[config.mk]
export PLATFORM = sky130hd
export DESIGN_NAME = spi_frame_engine
export DESIGN_NICKNAME = d
export VERILOG_FILES = /design/src/rtl/spife_pkg.sv /design/src/rtl/spife_clkdiv.sv /design/src/rtl/spife_shift.sv /design/src/rtl/spife_ctrl.sv /design/src/rtl/spi_frame_engine.sv
export SDC_FILE = /design/constraint.sdc
export NUM_CORES = 1
export LEC_CHECK = 0
export BUFFER_PORTS_ARGS = -buffer_cell sky130_fd_sc_hd__buf_2
export CORE_ASPECT_RATIO = 1.5
export CORE_MARGIN = 5
export CORE_UTILIZATION = 55
export DETAILED_ROUTE_END_ITERATION = 10
export GPL_TIMING_DRIVEN = 1
export HOLD_SLACK_MARGIN = 0.02
export PLACE_DENSITY = 0.79
export SLEW_MARGIN = 20
export SYNTH_ARGS = -nofsm -noshare
export SYNTH_HDL_FRONTEND = slang
export SYNTH_SLANG_ARGS = --single-unit
[constraint.sdc]
create_clock -name clk -period 3.5 [get_ports clk]
set_input_delay 0.175 -clock clk [delete_from_list [all_inputs] [get_ports clk]]
set_output_delay 0.175 -clock clk [all_outputs]
set_load 0.005 [all_outputs]
[src/rtl/spife_pkg.sv]
package spife_pkg;

   typedef enum logic [2:0] {
      ST_IDLE,
      ST_ADDR,
      ST_HDR,
      ST_DATA,
      ST_TAIL
   } spife_state_e;

   localparam logic [1:0] LEN_OPEN = 2'b00;
   localparam logic [1:0] LEN_ONE  = 2'b01;
   localparam logic [1:0] LEN_TWO  = 2'b10;
   localparam logic [1:0] LEN_FOUR = 2'b11;

   // number of data bytes for a fixed length code (0 for the open code)
   function automatic logic [2:0] fixed_len(input logic [1:0] code);
      case (code)
         LEN_ONE:  fixed_len = 3'd1;
         LEN_TWO:  fixed_len = 3'd2;
         LEN_FOUR: fixed_len = 3'd4;
         default:  fixed_len = 3'd0;
      endcase
   endfunction

endpackage

[src/rtl/spife_clkdiv.sv]
module spife_clkdiv #(
   parameter int DIV = 2
) (
   input  logic clk,
   input  logic rst_n,
   input  logic cnt_en,
   input  logic sclk_en,
   output logic sclk,
   output logic tick,
   output logic rise,
   output logic fall
);

   generate
      if (DIV == 1) begin : g_nodiv
         assign tick = cnt_en;
      end else begin : g_div
         localparam int CW = $clog2(DIV);
         logic [CW-1:0] cnt;
         always_ff @(posedge clk or negedge rst_n) begin
            if (!rst_n)
               cnt <= '0;
            else if (!cnt_en || tick)
               cnt <= '0;
            else
               cnt <= cnt + 1'b1;
         end
         assign tick = cnt_en && (cnt == CW'(DIV - 1));
      end
   endgenerate

   always_ff @(posedge clk or negedge rst_n) begin
      if (!rst_n)
         sclk <= 1'b0;
      else if (!sclk_en)
         sclk <= 1'b0;
      else if (tick)
         sclk <= ~sclk;
   end

   assign rise = tick && sclk_en && !sclk;
   assign fall = tick && sclk_en && sclk;

endmodule

[src/rtl/spife_shift.sv]
module spife_shift #(
   parameter int W = 8
) (
   input  logic         clk,
   input  logic         rst_n,
   input  logic         load,
   input  logic [W-1:0] load_val,
   input  logic         shift,
   input  logic         sample,
   input  logic         miso,
   output logic         mosi,
   output logic [W-1:0] rx_next
);

   logic [W-1:0] sh_out;
   logic [W-1:0] sh_in;

   always_ff @(posedge clk or negedge rst_n) begin
      if (!rst_n)
         sh_out <= '0;
      else if (load)
         sh_out <= load_val;
      else if (shift)
         sh_out <= {sh_out[W-2:0], 1'b0};
   end

   always_ff @(posedge clk or negedge rst_n) begin
      if (!rst_n)
         sh_in <= '0;
      else if (sample)
         sh_in <= rx_next;
   end

   assign rx_next = {sh_in[W-2:0], miso};
   assign mosi    = sh_out[W-1];

endmodule

[src/rtl/spife_ctrl.sv]
module spife_ctrl
   import spife_pkg::*;
#(
   parameter int ADDR_W = 16,
   parameter int BSB_W  = 5,
   parameter int OM_W   = 2,
   parameter int BYTE_W = 8
) (
   input  logic              clk,
   input  logic              rst_n,
   input  logic              start,
   input  logic [ADDR_W-1:0] addr,
   input  logic [BSB_W-1:0]  blk_sel,
   input  logic              wr_en,
   input  logic [OM_W-1:0]   len_mode,
   input  logic [BYTE_W-1:0] wr_data,
   input  logic              wr_last,
   input  logic              tick,
   input  logic              rise,
   input  logic              fall,
   input  logic [BYTE_W-1:0] rx_next,
   output logic              cnt_en,
   output logic              sclk_en,
   output logic              load,
   output logic [BYTE_W-1:0] load_val,
   output logic              data_req,
   output logic [BYTE_W-1:0] rd_data,
   output logic              rd_valid,
   output logic              done,
   output logic              busy,
   output logic              cs_n
);

   localparam int ABYTES = ADDR_W / BYTE_W;
   localparam int AB_W   = (ABYTES > 1) ? $clog2(ABYTES) : 1;
   localparam int BC_W   = $clog2(BYTE_W);

   spife_state_e      state;
   logic [BC_W-1:0]   bit_cnt;
   logic [AB_W-1:0]   abyte;
   logic [ADDR_W-1:0] addr_r;
   logic [ADDR_W-1:0] addr_sh;
   logic [BSB_W-1:0]  bsb_r;
   logic              wr_r;
   logic [OM_W-1:0]   om_r;
   logic [2:0]        data_cnt;
   logic              last_r;
   logic              byte_end;
   logic              data_fin;
   logic [BYTE_W-1:0] hdr_byte;
   logic [BYTE_W-1:0] out_byte;

   assign byte_end = fall && (bit_cnt == BC_W'(BYTE_W - 1));
   assign data_fin = (om_r == LEN_OPEN) ? last_r : (data_cnt == fixed_len(om_r));
   assign hdr_byte = {bsb_r, wr_r, om_r};
   assign out_byte = wr_r ? wr_data : '0;
   assign addr_sh  = addr_r << BYTE_W;

   assign cnt_en   = (state != ST_IDLE);
   assign sclk_en  = (state == ST_ADDR) || (state == ST_HDR) || (state == ST_DATA);
   assign busy     = (state != ST_IDLE);
   assign data_req = byte_end && ((state == ST_HDR) || ((state == ST_DATA) && !data_fin));

   always_comb begin
      load     = 1'b0;
      load_val = '0;
      case (state)
         ST_IDLE: begin
            load     = start;
            load_val = addr[ADDR_W-1 -: BYTE_W];
         end
         ST_ADDR: begin
            load     = byte_end;
            load_val = (abyte == AB_W'(ABYTES - 1)) ? hdr_byte : addr_sh[ADDR_W-1 -: BYTE_W];
         end
         ST_HDR: begin
            load     = byte_end;
            load_val = out_byte;
         end
         ST_DATA: begin
            load     = byte_end;
            load_val = data_fin ? '0 : out_byte;
         end
         default: ;
      endcase
   end

   always_ff @(posedge clk or negedge rst_n) begin
      if (!rst_n) begin
         state    <= ST_IDLE;
         cs_n     <= 1'b1;
         done     <= 1'b0;
         bit_cnt  <= '0;
         abyte    <= '0;
         addr_r   <= '0;
         bsb_r    <= '0;
         wr_r     <= 1'b0;
         om_r     <= '0;
         data_cnt <= '0;
         last_r   <= 1'b0;
      end else begin
         done <= 1'b0;
         if (fall)
            bit_cnt <= bit_cnt + 1'b1;
         case (state)
            ST_IDLE: begin
               if (start) begin
                  state   <= ST_ADDR;
                  cs_n    <= 1'b0;
                  bit_cnt <= '0;
                  abyte   <= '0;
                  addr_r  <= addr;
                  bsb_r   <= blk_sel;
                  wr_r    <= wr_en;
                  om_r    <= len_mode;
               end
            end
            ST_ADDR: begin
               if (byte_end) begin
                  addr_r <= addr_sh;
                  abyte  <= abyte + 1'b1;
                  if (abyte == AB_W'(ABYTES - 1))
                     state <= ST_HDR;
               end
            end
            ST_HDR: begin
               if (byte_end) begin
                  state    <= ST_DATA;
                  data_cnt <= 3'd1;
                  last_r   <= wr_last;
               end
            end
            ST_DATA: begin
               if (byte_end) begin
                  if (data_fin) begin
                     state <= ST_TAIL;
                  end else begin
                     if (data_cnt != 3'd7)
                        data_cnt <= data_cnt + 3'd1;
                     last_r <= wr_last;
                  end
               end
            end
            ST_TAIL: begin
               if (tick) begin
                  state <= ST_IDLE;
                  cs_n  <= 1'b1;
                  done  <= 1'b1;
               end
            end
            default: state <= ST_IDLE;
         endcase
      end
   end

   always_ff @(posedge clk or negedge rst_n) begin
      if (!rst_n) begin
         rd_valid <= 1'b0;
         rd_data  <= '0;
      end else begin
         rd_valid <= 1'b0;
         if ((state == ST_DATA) && !wr_r && rise && (bit_cnt == BC_W'(BYTE_W - 1))) begin
            rd_valid <= 1'b1;
            rd_data  <= rx_next;
         end
      end
   end

endmodule

[src/rtl/spi_frame_engine.sv]
module spi_frame_engine #(
   parameter int CLK_DIV = 2,
   parameter int ADDR_W  = 16,
   parameter int BSB_W   = 5,
   parameter int OM_W    = 2,
   parameter int BYTE_W  = 8
) (
   input  logic              clk,
   input  logic              rst_n,
   input  logic              start,
   input  logic [ADDR_W-1:0] addr,
   input  logic [BSB_W-1:0]  blk_sel,
   input  logic              wr_en,
   input  logic [OM_W-1:0]   len_mode,
   input  logic [BYTE_W-1:0] wr_data,
   input  logic              wr_last,
   output logic              data_req,
   output logic [BYTE_W-1:0] rd_data,
   output logic              rd_valid,
   output logic              done,
   output logic              busy,
   output logic              sclk,
   output logic              cs_n,
   output logic              mosi,
   input  logic              miso
);

   generate
      if (CLK_DIV < 1) begin : g_bad_div
         $error("CLK_DIV must be at least 1");
      end
      if (BSB_W + 1 + OM_W != BYTE_W) begin : g_bad_hdr
         $error("header fields must fill exactly one byte");
      end
      if ((ADDR_W % BYTE_W) != 0 || ADDR_W < BYTE_W) begin : g_bad_addr
         $error("ADDR_W must be a whole number of bytes");
      end
      if (OM_W != 2) begin : g_bad_om
         $error("length code is two bits wide");
      end
   endgenerate

   logic              tick, rise, fall;
   logic              cnt_en, sclk_en;
   logic              load;
   logic [BYTE_W-1:0] load_val;
   logic [BYTE_W-1:0] rx_next;

   spife_clkdiv #(.DIV(CLK_DIV)) u_div (
      .clk     (clk),
      .rst_n   (rst_n),
      .cnt_en  (cnt_en),
      .sclk_en (sclk_en),
      .sclk    (sclk),
      .tick    (tick),
      .rise    (rise),
      .fall    (fall)
   );

   spife_shift #(.W(BYTE_W)) u_shift (
      .clk      (clk),
      .rst_n    (rst_n),
      .load     (load),
      .load_val (load_val),
      .shift    (fall),
      .sample   (rise),
      .miso     (miso),
      .mosi     (mosi),
      .rx_next  (rx_next)
   );

   spife_ctrl #(
      .ADDR_W (ADDR_W),
      .BSB_W  (BSB_W),
      .OM_W   (OM_W),
      .BYTE_W (BYTE_W)
   ) u_ctrl (
      .clk      (clk),
      .rst_n    (rst_n),
      .start    (start),
      .addr     (addr),
      .blk_sel  (blk_sel),
      .wr_en    (wr_en),
      .len_mode (len_mode),
      .wr_data  (wr_data),
      .wr_last  (wr_last),
      .tick     (tick),
      .rise     (rise),
      .fall     (fall),
      .rx_next  (rx_next),
      .cnt_en   (cnt_en),
      .sclk_en  (sclk_en),
      .load     (load),
      .load_val (load_val),
      .data_req (data_req),
      .rd_data  (rd_data),
      .rd_valid (rd_valid),
      .done     (done),
      .busy     (busy),
      .cs_n     (cs_n)
   );

endmodule

==> reports/metrics.yaml, run 1 <==
overflow: 0
wl_per_cell_microns: 16.2
multi_input_area_sq_um: 1250
stdcell_count: 360
swShare_pct: 22.5
groute.usage.overall_pct: 19.8
clkPwrFrac_pct: 33.4
crit_buf_inv: 0
ys_seq_elements: 55
p_per_area_nw_per_um2: 331
p_int_uw: 802
cts_root_buf: "clkbuf_8"
num_rows: 31
status: "completed"
post-route-min-period_ns: 2.35
power_frac_comb_pct: 4.4
arrival_ns: 2.55
dp.cells: 351
post-cts-setup-buffers: 0
fin_nets: 334
grt_pass1_wl_mm: 9.77
core_area_sq_um: 4810
antenna_found_initial: 0
clk_pin_slew_ns: 0.10
ant_nets: 0
cts_sinks: 55
slew_headroom_pct: 36.2
required_ns: 3.70
place_congestion: 0.891
h-tree-depth: 2
fmax_mhz: 426
cap_violations: 0
die_w_microns: 67.5
skew_ns: 0.00876
ys_async_sr_fraction_pct: 100
synth_area_sq_um: 2730
end_kind: "flip-flop"
diodes: 0
wirelength_mm: 5.83
dp_hpwl_mm: 4.30
cts_buffers: 5
synthToLayoutAreaGrowth_pct: 14.7
crit_fanout: 11
dr_total_vias: 2048
max-vdd-ir-drop_mv: 0.260
grt_start_max_net_pins: 36
die_y_microns: 96.2
avgSynthCellArea_sq_um: 11.3
cts_tree: "yes"
ys_warn_count: 0
clock_path_buffers: 2
slew_viol_final: 0
initial_utilization_pct: 56.7
ys.flop_type: "dfrtp_1"
rsz0062_at_grt: "no"
critPathLaunchType: "flip-flop"
io_pins: 52
cpLargestDelayFamily: "simple AND/OR/NAND/NOR gates"
port_buffers: 51
worstSkewPairLatency_ns: 0.31
avgViaCountPerCell: 5.69
first_global_vias: 2122
syn_nets: 283
worst_pin_slew_ns: 0.946
critPathSlowestCell: "or4b_1"
dieArea_sq_um: 6490
critPathMaxStageDelay_ns: 0.74
drc_errors: 0
tns_ns: 0
yosysSeqAreaShare_pct: 50.5
dr.first_iter.drc_count: 68
synth.distinct_cells: 52
cp_cell_sequence: "nand2b_2, nor3_4, or4b_1, mux2_4"
drive_gt1_share_pct: 34.4
p_switching_uw: 233
path_class: "reg -> reg"
p_leak_uw: 0.00156
dpl_cell_area_sq_um: 3030
r2r_slack_ns: 1.15
synth_edf_count: 0
fin_crit_sh_pct: 67.1
final_area_sq_um: 3130
power_frac_seq_pct: 62.2
setup_viol: 0
final_util_pct: 65.0
regArea_sq_um: 1380
finalHoldViolCount: 0
nFillCells: 425
hp-class: "in -> reg"
syn_inst: 242
dr.pass1.iters: 4
holdWs_ns: 0.0502
-- through the flow --
step           power [uW]  setup WS (ns)
3_3_place_gp          701           1.23
4_1_cts              1040           1.14
3_5_place_dp          702           1.15
2_1_floorplan         664           1.60
6_report             1030           1.15
5_1_grt              1070           1.01
-- repair_timing --
item | in CTS | in global routing
gates resized for setup | 0 | 0
endpoints found under the hold margin | 19 | 0
hold buffers | 1 | 0
-- final cells by class --
cell class | instances | area share [%]
Clock buffer | 6 | 2.32
Tap cell | 66 | 2.64
Inverter | 10 | 1.20
Multi-Input combinational cell | 165 | 40.0
Timing Repair Buffer | 56 | 9.44
Clock inverter | 2 | 0.400
Sequential cell | 55 | 44.0
-- power groups by stage --
stage / clock network, uW / registers (uW) / logic (uW)
6_report: 346 / 644 / 45.4
5_1_grt: 376 / 645 / 51.7
4_1_cts: 352 / 644 / 46.5
3_5_place_dp: 0 / 656 / 45.5
3_3_place_gp: 0 / 656 / 44.8
2_1_floorplan: 0 / 655 / 8.35
-- cell usage in the layout, fill, tap and decap left out, drive strengths merged, types with 2 or more instances in the layout --
cell	count
and2	2
inv	10
nor2	8
a32oi	8
nor3	5
nor2b	4
a21oi	4
buf	55
nand4	8
ha	4
xnor2	2
mux2	23
or4b	2
nand3	2
a22o	9
mux2i	9
clkbuf	6
or2	8
a21o	2
dfrtp	54
o22ai	2
a22oi	7
o21ai	6
nand2	31
-- worst reg2reg max path: stages, from the launching register on --
cell,delay [ns]
dfrtp_1,0.51
nand2b_2,0.29
nor3_4,0.33
or4b_1,0.74
mux2_4,0.39
-- cells by family (layout without fill, tap and decap cells) --
kind of cell / after synthesis / after routing / synth area share (%)
AO/OA/AOI/OAI: 47 / 47 / 13.2
XOR/XNOR: 2 / 2 / 0.643
adder cells (fa/ha/maj): 4 / 4 / 1.84
buffers and inverters: 22 / 74 / 3.63
flip-flops: 55 / 55 / 50.5
multiplexers: 32 / 32 / 13.9
AND/OR/NAND/NOR: 80 / 80 / 16.3
-- cells in the mapped netlist, types with 4 or more instances --
cell type  instances  area share [%]
dfrtp_1           54              50
nand2_1           31             4.3
mux2_2            15             6.2
inv_1             10             1.4
a22o_1             9             2.9
mux2i_1            9             3.3
a32oi_1            8             2.6
mux2_4             8             4.4
nand4_1            8             1.8
or2_2              8             1.8
a22oi_1            7             1.9
nor2_1             7            0.96
clkbuf_1           5            0.69
a21oi_1            4            0.73
buf_2              4            0.73
ha_1               4             1.8
nor2b_1            4            0.92
o21ai_0            4            0.73
-- registers in the layout, summed over array words and instances (netlist names), 2 cells and up --
signal	flops
u_ctrl.bsb_r	5
u_ctrl.state	3
u_ctrl.addr_r	8
u_ctrl.om_r	2
u_shift.sh_out	8
u_ctrl.bit_cnt	3
u_ctrl.data_cnt	3
u_ctrl.rd_data	8
u_shift.sh_in	7
-- per-layer routing --
| metal | up-vias | wire (microns) | track usage (%) |
|---|---|---|---|
| li1 | 982 | - | - |
| met5 | - | 0 | 0 |
| met4 | 0 | 140 | 8.12 |
| met3 | 15 | 226 | 3.15 |
| met2 | 55 | 3070 | 34.8 |
| met1 | 996 | 2390 | 23.5 |
-- worst paths after layout --
kind                                      to            start  cells past startpoint
min in group asynchronous    u_ctrl.rd_valid            rst_n                      2
min reg2reg                  u_ctrl.bsb_r[0]  u_ctrl.bsb_r[0]                      2
max in group asynchronous  u_shift.sh_out[3]            rst_n                      3
max                        u_ctrl.rd_data[1]  u_ctrl.state[2]                      4
max reg2reg                u_ctrl.rd_data[1]  u_ctrl.state[2]                      4
min                          u_ctrl.bsb_r[0]       blk_sel[0]                      3
No activity file was read; power rests on OpenSTA's default activity.
==> run 2, diff against run 1 <==
ABC_AREA = 1   (was unset)
CORE_UTILIZATION = 50   (was 55)
PLACE_DENSITY = 0.76   (was 0.79)
clock period = 2.16 ns   (was 3.5 ns; I/O delays follow)
==> run 2 against run 1 <==
Hold slack got worse by 0.015 ns. Synthesized cell count rose by 49%. Die area rose by 10%. Flip-flop and latch count did not move. Total power rose to 3.7 times the previous value. Critical endpoint is now data_req. Largest cell class unchanged.
==> reports/metrics.yaml, run 2 <==
ant_nets: 0  # unchanged
dr_total_vias: 2446  # +19%
cts_root_buf: "clkbuf_8"
ys_async_sr_fraction_pct: 100  # unchanged
post-route-min-period_ns: 1.88
syn_inst: 360  # +49%
skew_ns: 0.0107  # +0.00198 ns
synth.area.mux_share_pct: 0  # -14 points
fmax_mhz: 532
cap_violations: 0  # unchanged
overflow: 0  # unchanged
status: "completed"
slew_viol_final: 0  # unchanged
tns_ns: 0  # unchanged
hold-path-endpoint: "u_ctrl.addr_r[2]"
startpoint: "u_ctrl.state[2]"
syn_nets: 401  # +42%
antenna_found_initial: 0  # unchanged
fin_ws_ns: 0.281  # -0.871 ns
dr.pass1.iters: 4  # unchanged
ys.flop_type: "dfrtp_1"
synth_area_sq_um: 2770  # +1.5%
die_w_microns: 70.7  # +4.8%
post_cts_resized: 0  # unchanged
cts_sinks: 55  # unchanged
final_cell_mix: "nand2_1 (131), dfrtp_1 (54), buf_2 (51)"
grt_start_max_net_pins: 32  # -11%
end_kind: "output port"
clock_path_buffers: 2  # unchanged
nFillCells: 507  # +19%
final_common_cell: "nand2_1"
r2r-start: "u_ctrl.state[2]"
arrival_ns: 1.77  # -0.78 ns
path_class: "reg -> out"
dp_slack_ns: 0.420  # -0.730 ns
worstSkewPairLatency_ns: 0.31  # about the same
finalHoldViolCount: 0  # unchanged
rsz0062_at_grt: "no"
cts_tree: "yes"
synth-xor-area-share_pct: 0.317  # -0.33 points
ys_warn_count: 0  # unchanged
max-vdd-ir-drop_mv: 0.795  # +210%
wl_per_cell_microns: 12.6  # -22%
dr.first_iter.drc_count: 162  # +140%
cts_buffers: 5  # unchanged
synth_edf_count: 0  # unchanged
setup_viol: 0  # unchanged
dp_hpwl_mm: 4.67  # +8.5%
diodes: 0  # unchanged
h-tree-depth: 2  # unchanged
port_buffers: 51  # unchanged
drive_gt1_share_pct: 19.3  # -15 points
p_leak_uw: 0.00183  # +18%
avgViaCountPerCell: 4.88  # -14%
num_rows: 33  # +6.5%
synth_compound_area_share_pct: 11.2  # -2.0 points
critPathLaunchType: "flip-flop"
synth.distinct_cells: 24  # -54%
hold_path.startpoint: "addr[2]"
die_y_microns: 101  # +5.1%
fin_nets: 471  # +41%
grt_pass1_wl_mm: 10.7  # +9.6%
first_global_vias: 2451  # +16%
drc_errors: 0  # unchanged
dieArea_sq_um: 7150  # +10%
synthToLayoutAreaGrowth_pct: 21.0
worst-r2r-cell-count: 9  # +5
hold_depth: 3  # unchanged
core_area_sq_um: 5410  # +12%
required_ns: 2.05  # -1.65 ns
yosysMostFrequentCell: "nand2_1"
worst_pin_slew_ns: 0.594  # -0.352 ns
hp-class: "in -> reg"
synth_top_area_share_pct: 48.8  # -0.72 points
avgSynthCellArea_sq_um: 7.68  # -32%
reg2reg_to: "u_ctrl.rd_data[5]"
final_util_pct: 61.9  # -3.2 points
clk_pin_slew_ns: 0.10  # about the same
synth_area_leaders: "dfrtp_1 (49%), nand2_1 (18%), o21ai_0 (6.3%)"
io_pins: 52  # unchanged
place_congestion: 0.965  # +8.3%
synth_top_family_by_area: "simple AND/OR/NAND/NOR gates"
groute.usage.overall_pct: 18.7  # -1.1 points
synth_common_cells: "nand2_1 (131), dfrtp_1 (54), inv_1 (44), o21ai_0 (35), nor2_1 (27)"
slew_headroom_pct: 60.4  # +24 points
synth_fa_ha_area_share_pct: 1.81  # -0.027 points
yosys.area.top_type: "dfrtp_1"
wirelength_mm: 6.32  # +8.4%
power.total_uw: 3880  # +270%
synth-simple-area-share_pct: 28.4  # +12 points
r2r_slack_ns: 0.40  # -0.75 ns
crit_fanout: 6  # -5
fin_crit_sh_pct: 87.0
p_per_area_nw_per_um2: 1160  # +250%
top_regs: "u_ctrl.addr_r x8, u_ctrl.rd_data x8, u_shift.sh_out x8"
initial_utilization_pct: 51.1  # -5.5 points
yosysSeqAreaShare_pct: 49.8  # -0.73 points
ys_seq_elements: 55  # unchanged
post-cts-setup-buffers: 0  # unchanged
## run 2: cell count changes in the layout (fill, tap and decap cells not counted), moves of 8 or more
cell           change
nand2_1          +100
inv_1             +34
o21ai_0           +31
nor2_1            +20
dlygate4sd3_1     +15
mux2_2            -15
nand3_1           +14
a22o_1             -9
mux2i_1            -9
a21oi_1            +8
a32oi_1            -8
mux2_4             -8
nand4_1            -8
or2_2              -8
## run 2: how the worst max path moves through the flow
stage                             end  slack, ns
CTS                          data_req       0.27
finish                       data_req       0.28
detailed placement  u_ctrl.rd_data[5]       0.42
floorplan           u_shift.sh_out[5]       0.59
global route                 data_req       0.15
global placement    u_ctrl.rd_data[0]       0.50
## run 2: area by class of cell
class                      instances  area (sq um)  share of cell area (%)
sequential                        55          1380                    41.2
multi-input combinational        247          1150                    34.5
timing repair buffer              71           458                    13.7
inverter                          50           188                    5.61
tap                               70          87.6                    2.62
clock buffer                       7          76.3                    2.28
clock inverter                     1          5.00                   0.150
## run 2: kinds of logic (layout without fill, tap and decap cells)
family / after synthesis / after routing
compound gates: 55 / 55
flops: 55 / 55
xor+xnor: 1 / 1
fa+ha+maj: 4 / 4
simple gates: 187 / 187
buf+inv: 58 / 129
## run 2: power breakdown
| part | switching, uW | internal [uW] | leakage (uW) |
|---|---|---|---|
| combinational | 1110 | 574 | 0.00109 |
| clock | 317 | 229 | 0.0000422 |
| sequential | 263 | 1390 | 0.000694 |
| total | 1690 | 2190 | 0.00183 |
## run 2: what timing repair did
action                                 4_1_cts  5_1_grt
endpoints found under the hold margin       37        1
hold buffers                                15        1
setup endpoints to repair                    0        0
## run 2: critical path, stage by stage (launching register included)
cell	delay, ns
dfrtp_1	0.47
nor2_2	0.28
nand4_2	0.22
nor2_1	0.19
nand2_1	0.10
inv_1	0.09
buf_2	0.11
## run 2: metal layers
layer  track usage (%)  wire, microns  up-vias
met5                 0              0        -
met1              21.5           2480     1126
li1                  -              -     1254
met3              3.29            267        8
met2              35.0           3450       58
met4              5.79            116        0
## run 2: stage by stage
stage          cell area [sq um]  hold WS (ns)  cells
3_5_place_dp                3110         0.147    477
6_report                    3350        0.0349    501
3_3_place_gp                3110         0.133    477
5_1_grt                     3350        0.0281    501
4_1_cts                     3340        0.0215    500
2_1_floorplan               2770        -0.188    360
